`src/rtl/ep_irq_pkg.sv`:
```
package ep_irq_pkg;
    localparam int DIRS = 2;

    typedef struct packed {
        logic            full;
        logic [DIRS-1:0] data;
    } cmd_state_t;
endpackage

```
`src/rtl/ep_status_reg.sv`:
```
module ep_status_reg #(
    parameter int NBITS = 32
) (
    input  logic             clk,
    input  logic             rst_n,
    input  logic [NBITS-1:0] hw_evt,
    input  logic             set_we,
    input  logic [NBITS-1:0] set_data,
    input  logic             clr_we,
    input  logic [NBITS-1:0] clr_data,
    input  logic [NBITS-1:0] cmd_clr_mask,
    output logic [NBITS-1:0] status_q
);
    logic [NBITS-1:0] status_d;

    for (genvar i = 0; i < NBITS; i++) begin : g_bit
        logic raise_b;
        logic drop_b;
        logic nxt_b;
        always_comb begin
            raise_b = hw_evt[i] | (set_we & set_data[i]);
            drop_b  = (clr_we & clr_data[i]) | cmd_clr_mask[i];
            // a raise beats a drop so no event is lost
            nxt_b   = raise_b | (status_q[i] & ~drop_b);
        end
        assign status_d[i] = nxt_b;
    end

    always_ff @(posedge clk or negedge rst_n) begin
        if (!rst_n) status_q <= '0;
        else        status_q <= status_d;
    end

    AST_SET_RAISES: assert property (@(posedge clk) disable iff (!rst_n)
        set_we |=> ((status_q & $past(set_data)) == $past(set_data)));

    AST_CLEAR_DROPS: assert property (@(posedge clk) disable iff (!rst_n)
        clr_we |=> ((status_q & $past(clr_data & ~hw_evt & ~(set_we ? set_data : '0))) == '0));

    AST_EVENT_WINS: assert property (@(posedge clk) disable iff (!rst_n)
        (hw_evt != '0) |=> ((status_q & $past(hw_evt)) == $past(hw_evt)));

    AST_IDLE_HOLDS: assert property (@(posedge clk) disable iff (!rst_n)
        (!set_we && !clr_we && hw_evt == '0 && cmd_clr_mask == '0) |=> $stable(status_q));
endmodule

```
`src/rtl/ep_route.sv`:
```
module ep_route #(
    parameter int NBITS = 32
) (
    input  logic             clk,
    input  logic             rst_n,
    input  logic             pri_we,
    input  logic [NBITS-1:0] pri_data,
    input  logic             force_fast,
    input  logic [NBITS-1:0] status,
    output logic             irq_fast,
    output logic             irq_slow
);
    logic [NBITS-1:0] pri_d, pri_q;
    logic [NBITS-1:0] fast_sel;

    always_comb begin
        pri_d    = pri_we ? pri_data : pri_q;
        fast_sel = force_fast ? '1 : pri_q;
        irq_fast = |(status & fast_sel);
        irq_slow = |(status & ~fast_sel);
    end

    always_ff @(posedge clk or negedge rst_n) begin
        if (!rst_n) pri_q <= '0;
        else        pri_q <= pri_d;
    end

    AST_OVERRIDE_NO_SLOW: assert property (@(posedge clk) disable iff (!rst_n)
        force_fast |-> !irq_slow);

    AST_PENDING_REACHES_LINE: assert property (@(posedge clk) disable iff (!rst_n)
        (status != '0) |-> (irq_fast || irq_slow));

    AST_QUIET_WHEN_EMPTY: assert property (@(posedge clk) disable iff (!rst_n)
        (status == '0) |-> (!irq_fast && !irq_slow));
endmodule

```
`src/rtl/ep_cmd_ctrl.sv`:
```
module ep_cmd_ctrl
    import ep_irq_pkg::*;
#(
    parameter int NUM_EP = 16,
    localparam int NBITS = DIRS * NUM_EP,
    localparam int EP_W  = $clog2(NUM_EP)
) (
    input  logic             clk,
    input  logic             rst_n,
    input  logic             cmd_valid,
    input  logic [EP_W-1:0]  cmd_ep,
    input  logic             full_clr,
    input  logic [NBITS-1:0] status,
    output logic [NBITS-1:0] clr_mask,
    output logic [DIRS-1:0]  cmd_data,
    output logic             cmd_full
);
    cmd_state_t st_d, st_q;
    logic       accept;

    assign accept = cmd_valid & ~st_q.full;

    for (genvar e = 0; e < NUM_EP; e++) begin : g_ep
        assign clr_mask[DIRS*e +: DIRS] =
            (accept && cmd_ep == EP_W'(e)) ? '1 : '0;
    end

    always_comb begin
        st_d = st_q;
        if (accept) begin
            st_d.data = status[DIRS*cmd_ep +: DIRS];
            st_d.full = 1'b1;
        end else if (full_clr) begin
            st_d.full = 1'b0;
        end
    end

    always_ff @(posedge clk or negedge rst_n) begin
        if (!rst_n) st_q <= '0;
        else        st_q <= st_d;
    end

    assign cmd_data = st_q.data;
    assign cmd_full = st_q.full;

    AST_CMD_RAISES_FULL: assert property (@(posedge clk) disable iff (!rst_n)
        (cmd_valid && !cmd_full) |=> cmd_full);

    AST_BUSY_CMD_DROPPED: assert property (@(posedge clk) disable iff (!rst_n)
        cmd_full |=> $stable(cmd_data));

    AST_BUSY_NO_CLEAR: assert property (@(posedge clk) disable iff (!rst_n)
        cmd_full |-> (clr_mask == '0));

    AST_FULL_DROPS: assert property (@(posedge clk) disable iff (!rst_n)
        (cmd_full && full_clr) |=> !cmd_full);
endmodule

```
`src/rtl/ep_irq_router.sv`:
```
module ep_irq_router
    import ep_irq_pkg::*;
#(
    parameter int NUM_EP = 16,
    localparam int NBITS = DIRS * NUM_EP,
    localparam int EP_W  = $clog2(NUM_EP)
) (
    input  logic             clk,
    input  logic             rst_n,
    input  logic [NBITS-1:0] hw_evt_i,
    input  logic             set_we_i,
    input  logic [NBITS-1:0] set_data_i,
    input  logic             clr_we_i,
    input  logic [NBITS-1:0] clr_data_i,
    input  logic             pri_we_i,
    input  logic [NBITS-1:0] pri_data_i,
    input  logic             force_fast_i,
    input  logic             cmd_valid_i,
    input  logic [EP_W-1:0]  cmd_ep_i,
    input  logic             full_clr_i,
    output logic [NBITS-1:0] status_o,
    output logic             irq_fast_o,
    output logic             irq_slow_o,
    output logic [DIRS-1:0]  cmd_data_o,
    output logic             cmd_full_o
);
    logic [NBITS-1:0] cmd_clr_mask;
    logic [NBITS-1:0] status_q;

    ep_status_reg #(.NBITS(NBITS)) u_status (
        .clk          (clk),
        .rst_n        (rst_n),
        .hw_evt       (hw_evt_i),
        .set_we       (set_we_i),
        .set_data     (set_data_i),
        .clr_we       (clr_we_i),
        .clr_data     (clr_data_i),
        .cmd_clr_mask (cmd_clr_mask),
        .status_q     (status_q)
    );

    ep_route #(.NBITS(NBITS)) u_route (
        .clk        (clk),
        .rst_n      (rst_n),
        .pri_we     (pri_we_i),
        .pri_data   (pri_data_i),
        .force_fast (force_fast_i),
        .status     (status_q),
        .irq_fast   (irq_fast_o),
        .irq_slow   (irq_slow_o)
    );

    ep_cmd_ctrl #(.NUM_EP(NUM_EP)) u_cmd (
        .clk       (clk),
        .rst_n     (rst_n),
        .cmd_valid (cmd_valid_i),
        .cmd_ep    (cmd_ep_i),
        .full_clr  (full_clr_i),
        .status    (status_q),
        .clr_mask  (cmd_clr_mask),
        .cmd_data  (cmd_data_o),
        .cmd_full  (cmd_full_o)
    );

    assign status_o = status_q;

    AST_CMD_BITS_CLEARED: assert property (@(posedge clk) disable iff (!rst_n)
        (cmd_valid_i && !cmd_full_o && !set_we_i && !clr_we_i && hw_evt_i == '0)
        |=> (status_o[DIRS*$past(cmd_ep_i) +: DIRS] == '0));
endmodule

```
`config.mk`:
```
export PLATFORM = sky130hd
export DESIGN_NAME = ep_irq_router
export DESIGN_NICKNAME = d
export VERILOG_FILES = /design/src/rtl/ep_irq_pkg.sv /design/src/rtl/ep_status_reg.sv /design/src/rtl/ep_route.sv /design/src/rtl/ep_cmd_ctrl.sv /design/src/rtl/ep_irq_router.sv
export SDC_FILE = /design/constraint.sdc
export NUM_CORES = 1
export LEC_CHECK = 0
export ABC_CLOCK_PERIOD_IN_PS = 2000
export BUFFER_PORTS_ARGS = -buffer_cell sky130_fd_sc_hd__buf_2
export CORE_MARGIN = 2
export CORE_UTILIZATION = 40
export DETAILED_ROUTE_END_ITERATION = 6
export PLACE_DENSITY = 0.82
export REMOVE_ABC_BUFFERS = 1
export SYNTH_ARGS = -nofsm -noshare
export SYNTH_HDL_FRONTEND = slang
export SYNTH_SLANG_ARGS = --single-unit
```
`constraint.sdc`:
```
create_clock -name clk -period 2 [get_ports clk]
set_input_delay 0.4 -clock clk [delete_from_list [all_inputs] [get_ports clk]]
set_output_delay 0.4 -clock clk [all_outputs]
set_load 0.1 [all_outputs]
```
## After elaboration in Yosys (flattened, before gate mapping)

Cells that the tools add are included.

- Equal/unequal tests: 15
- Shifts and indexed selects: 1
- Mux-type cells: 19
- Bitwise logic cells: 229
- Reductions and logical operators: 20

Operators with widths:

| kind | count |
|---|---|
| $and A1 B1 Y1 | 97 |
| $or A1 B1 Y1 | 96 |
| $and A32 B32 Y32 | 2 |
| $reduce_or A32 Y1 | 2 |
| $not A1 Y1 | 33 |
| $eq A4 B4 Y1 const B | 8 |
| $mux W2 | 16 |
| $mux W32 | 1 |
| $not A32 Y32 | 1 |
| $shiftx A32 B6 Y2 | 1 |
| $eq A4 B3 Y1 const B | 4 |
| $logic_and A1 B1 Y1 | 16 |
| $eq A4 B2 Y1 const B | 2 |
| $eq A4 B1 Y1 const B | 1 |
| $logic_not A4 Y1 | 1 |
| $mux W1 | 2 |
| $reduce_bool A2 Y1 | 1 |

- Flip-flop bits (word level): 67
- Bits of input ports: 140
- Output and inout port bits: 37
- Word-level logic and storage cells: 288

## Logic depth before layout (Yosys ltp)

- Word-level depth: 8
- Depth in mapped cells: 6

## Modules after synthesis

A second synthesis with hierarchy kept.

- Cell total of the unflattened synthesis: 372
- Area, all modules: 3807.4 µm²

Modules (own cells, without submodules):

| module | times used | cells an instance | area each (µm²) | seq. area each (µm²) |
|---|---|---|---|---|
| ep_route | 1 | 153 | 1662.8 | 800.8 |
| ep_status_reg | 1 | 134 | 1490.2 | 800.8 |
| ep_cmd_ctrl | 1 | 85 | 654.4 | 75.1 |

## Worst setup path before layout

No wires, ideal clock.

- Path type: flip-flop to output port
- Start: reg u_status.status_q[1]
- End: out irq_slow_o
- Arrival: 3.008 ns
- Required time: 1.600 ns
- Setup slack: -1.408 ns
- Cell stages (with the launch flop): 5
- Buffers on the path: 0
- Cell sequence: dfrtp_1 > inv_1 > o22ai_1 > nor4_1 > a41oi_1

- Longest elaborated chain between the ends: 2

Ends and longest elaborated chain:

| item | line | text |
|---|---|---|
| start: declaration | ep_status_reg.sv:12 | `output logic [NBITS-1:0] status_q` |
| start signal: assignment | ep_status_reg.sv:31 | `else status_q <= status_d;` |
| $and A32 B32 Y32 | ep_route.sv:20 | `irq_slow = \|(status & ~fast_sel);` |
| $reduce_or A32 Y1 | ep_route.sv:20 |  |
| end: declaration | ep_irq_router.sv:23 | `output logic irq_slow_o,` |

No other way between the ends.

## Final worst setup path

- Start: reg u_status.status_q[15]
- End: out irq_fast_o

- Longest elaborated chain between the ends: 2

Ends and longest elaborated chain:

| item | line | text |
|---|---|---|
| $and A32 B32 Y32 | ep_route.sv:19 | `irq_fast = \|(status & fast_sel);` |
| $reduce_or A32 Y1 | ep_route.sv:19 |  |
| end: declaration | ep_irq_router.sv:22 | `output logic irq_fast_o,` |

No other way between the ends.

==> results.yml <==
timing:
  fin_tns_setup_ns: -0.314
  finalSetupViolCount: 2
  max_clock_freq_mhz: 461
  layout_setup_ws_ns: -0.169
  period_share_pct: 108
  max_slew_margin_pct: 56.8
  worst_clock_skew_ns: 0.0113
  timing.final.hold_violations: 0
  worst_pin_slew_ns: 0.648
  holdWs_ns: 0.0546
  shortest_period_the_worst_path_allows_ns: 2.17
  rsz_0062_raised_after_global_routing: "true"
  timing.final.max_slew_violations: 0
status:
  failed_checks: "negative setup slack"
  run_status: "finished, violations left"
global_route:
  global_route.usage.total_pct: 28.1
  grt_remaining_overflow: 0
  grt_pass1_wl_um: 20900
  grt_pass1_vias: 3993
  antenna_found_initial: 0
  grt_start_max_net_pins: 68
synthesis:
  synth-seq-cells: 67
  asyncSetResetFlopFracSynth_pct: 100
  synthDominantCellAreaShare_pct: 48.0
  synth_area_per_cell_um2: 10.3
  synth_cells: 340
  synth_commonest_cells: "dfrtp_1 (67), a21oi_1 (36), inv_1 (33)"
  synth_enable_flop_cells: 0
  count_leader_synth: "dfrtp_1"
  synth.yosys.seq_area_share_pct: 48.0
  syn_area_um2: 3500
  synth_flop_cell: "dfrtp_1"
  ys_types: 30
  yosysTopAreaCell: "dfrtp_1"
  synth_top_area_cells: "dfrtp_1 (48%), mux2_2 (9.7%), a221o_1 (9.2%), a21oi_1 (5.2%), o21ai_0 (4.3%)"
  yosysWarningCount: 0
power_and_ir_drop:
  vdd_ir_max_v: 0.000379
  switching_power_uw: 1400
  power.share.combinational_pct: 30.4
  p_leak_uw: 0.00238
  sw_frac_of_total_pct: 37.9
  share_clk_of_total_power_pct: 26.4
  internal_power_uw: 2290
  power.share.sequential_pct: 43.2
  powerDensity_nw_per_um2: 734
finish:
  area.growth.synth_to_final_pct: 43.6
  final_cell_area_um2: 5020
  fraction_of_layout_cells_with_a_size_suffix_above_1_pct: 51.8
  final_nets: 677
  antenna_cells_inserted: 0
placement:
  dpl.hpwl_um: 10500
  io_buffer_count: 176
  place.gp.congestion: 0.950
  placement.cell_area_um2: 4610
drt:
  via_cell_ratio: 5.76
  drc: 0
  detail_route.wl_per_cell_um: 20.5
  drtAntennaViolNets: 0
  drt_iter0_drc: 233
  total_vias_in_the_final_route: 3745
  drt_wl_total_um: 13300
  dr.pass1.iters: 5
setup_path:
  crit_reg_reg_startpoint: "u_cmd.cmd_full$_DFFE_PN0P_"
  worst_setup_path_startpoint: "u_status.status_q[15]$_DFF_PN0_"
  timing.critical_path.to_type: "primary output"
  kind_of_critical_path: "flip-flop to primary output"
  reg2reg_slack_ns: 0.23
  worstPathArrival_ns: 1.77
  worst-path-max-fanout: 5
  crit_path_start_kind: "flip-flop"
  crit_required_ns: 1.60
die:
  initial_core_util_pct: 40.7
  dieArea_um2: 9500
  fp.dieW_um: 97.5
  die_h_um: 97.5
  num_rows: 34
  design.core.area_um2: 8590
  ioPinCount: 177
cts:
  worstSkewPairLatency_ns: 0.34
  tritoncts.num_buffers: 9
  root_buffer: "clkbuf_8"
  cts_tree: "done"
  cts.htree.levels: 3
  tritoncts_num_sinks: 67
  cts_buffer_depth: 2
  clkSlewWorstSetupHoldPaths_ns: 0.08
hold_path:
  hold_path.class: "input pin to async pin"
flow_run:
  drv.max_cap_violation_count: 0
-- final cells by class --
type	instances	area (um2)
fillers	771	3570
repair buffers	204	1160
flip-flops and latches	67	1680
clock inverters	5	30.0
clock buffers	11	131
multi-input cells	222	1750
inverters	33	124
well taps	108	135
-- cell families (layout without fill, tap and decap cells) --
group / Yosys count / in the layout / synth area share, %
AO/OA/AOI/OAI: 130 / 130 / 25.0
multiplexers: 40 / 40 / 13.3
flip-flops: 67 / 67 / 48.0
buffers and inverters: 51 / 253 / 6.01
AND/OR/NAND/NOR: 52 / 52 / 7.70
-- power groups by stage --
stage	sequential, uW	clock, uW	combinational, uW
final	1590	972	1120
after global routing	1600	1040	1190
after CTS	1580	977	1110
after detailed placement	1610	0	1060
after global placement	1610	0	1040
after floorplan	1950	0	281
-- registers in the layout (all words and copies together) (netlist names) --
| name | count |
|---|---|
| u_route.pri_q | 32 |
| u_cmd.cmd_full | 1 |
| u_cmd.cmd_data | 2 |
| u_status.status_q | 32 |
-- worst max-delay path, stage by stage (launching register included) --
cell	delay, ns
dfrtp_1	0.47
a22oi_1	0.19
nand2_1	0.12
nor4_4	0.33
nand3_4	0.12
buf_12	0.19
-- worst paths after layout --
path | to | cells after the start
worst max-delay path | irq_fast_o | 5
max in group asynchronous | u_status.status_q[2]$_DFF_PN0_ | 2
worst max register to register | u_status.status_q[22]$_DFF_PN0_ | 4
worst min-delay path | u_status.status_q[22]$_DFF_PN0_ | 2
worst min register to register | u_cmd.cmd_data[1]$_DFFE_PN0P_ | 2
min in group clk | u_status.status_q[26]$_DFF_PN0_ | 2
-- layer usage --
| layer | GRT usage (%) | part of all wire (%) |
|---|---|---|
| met1 | 37.2 | 42 |
| met2 | 45.8 | 48 |
| met3 | 5.90 | 7.3 |
| met4 | 10.1 | 2.6 |
| met5 | 0 | 0 |
-- through the flow --
stage | total power (uW) | setup slack [ns] | utilization [%] | std cells
final | 3690 | -0.169 | 58.4 | 650
after global routing | 3830 | -0.239 | 58.4 | 650
after CTS | 3670 | -0.165 | 57.9 | 650
after detailed placement | 2660 | -0.207 | 53.7 | 624
after global placement | 2640 | -0.131 | 53.7 | 624
after floorplan | 2230 | -1.41 | - | 322
-- layout by cell type (no fill, tap or decap), drive strengths merged, types with 11 or more instances in the layout --
master  count
clkbuf     11
inv        33
a21oi      36
nand2      18
o22ai      16
mux2       32
dfrtp      67
o21ai      30
a221o      32
buf       204
-- what timing repair did --
action	4_1_cts	5_1_grt
buffers inserted	10	0
endpoints found under the setup margin	2	2
hold buffers	0	0
pin swaps	12	6
gates resized for setup	37	12
Note: power is estimated with default switching activity, not from simulation.
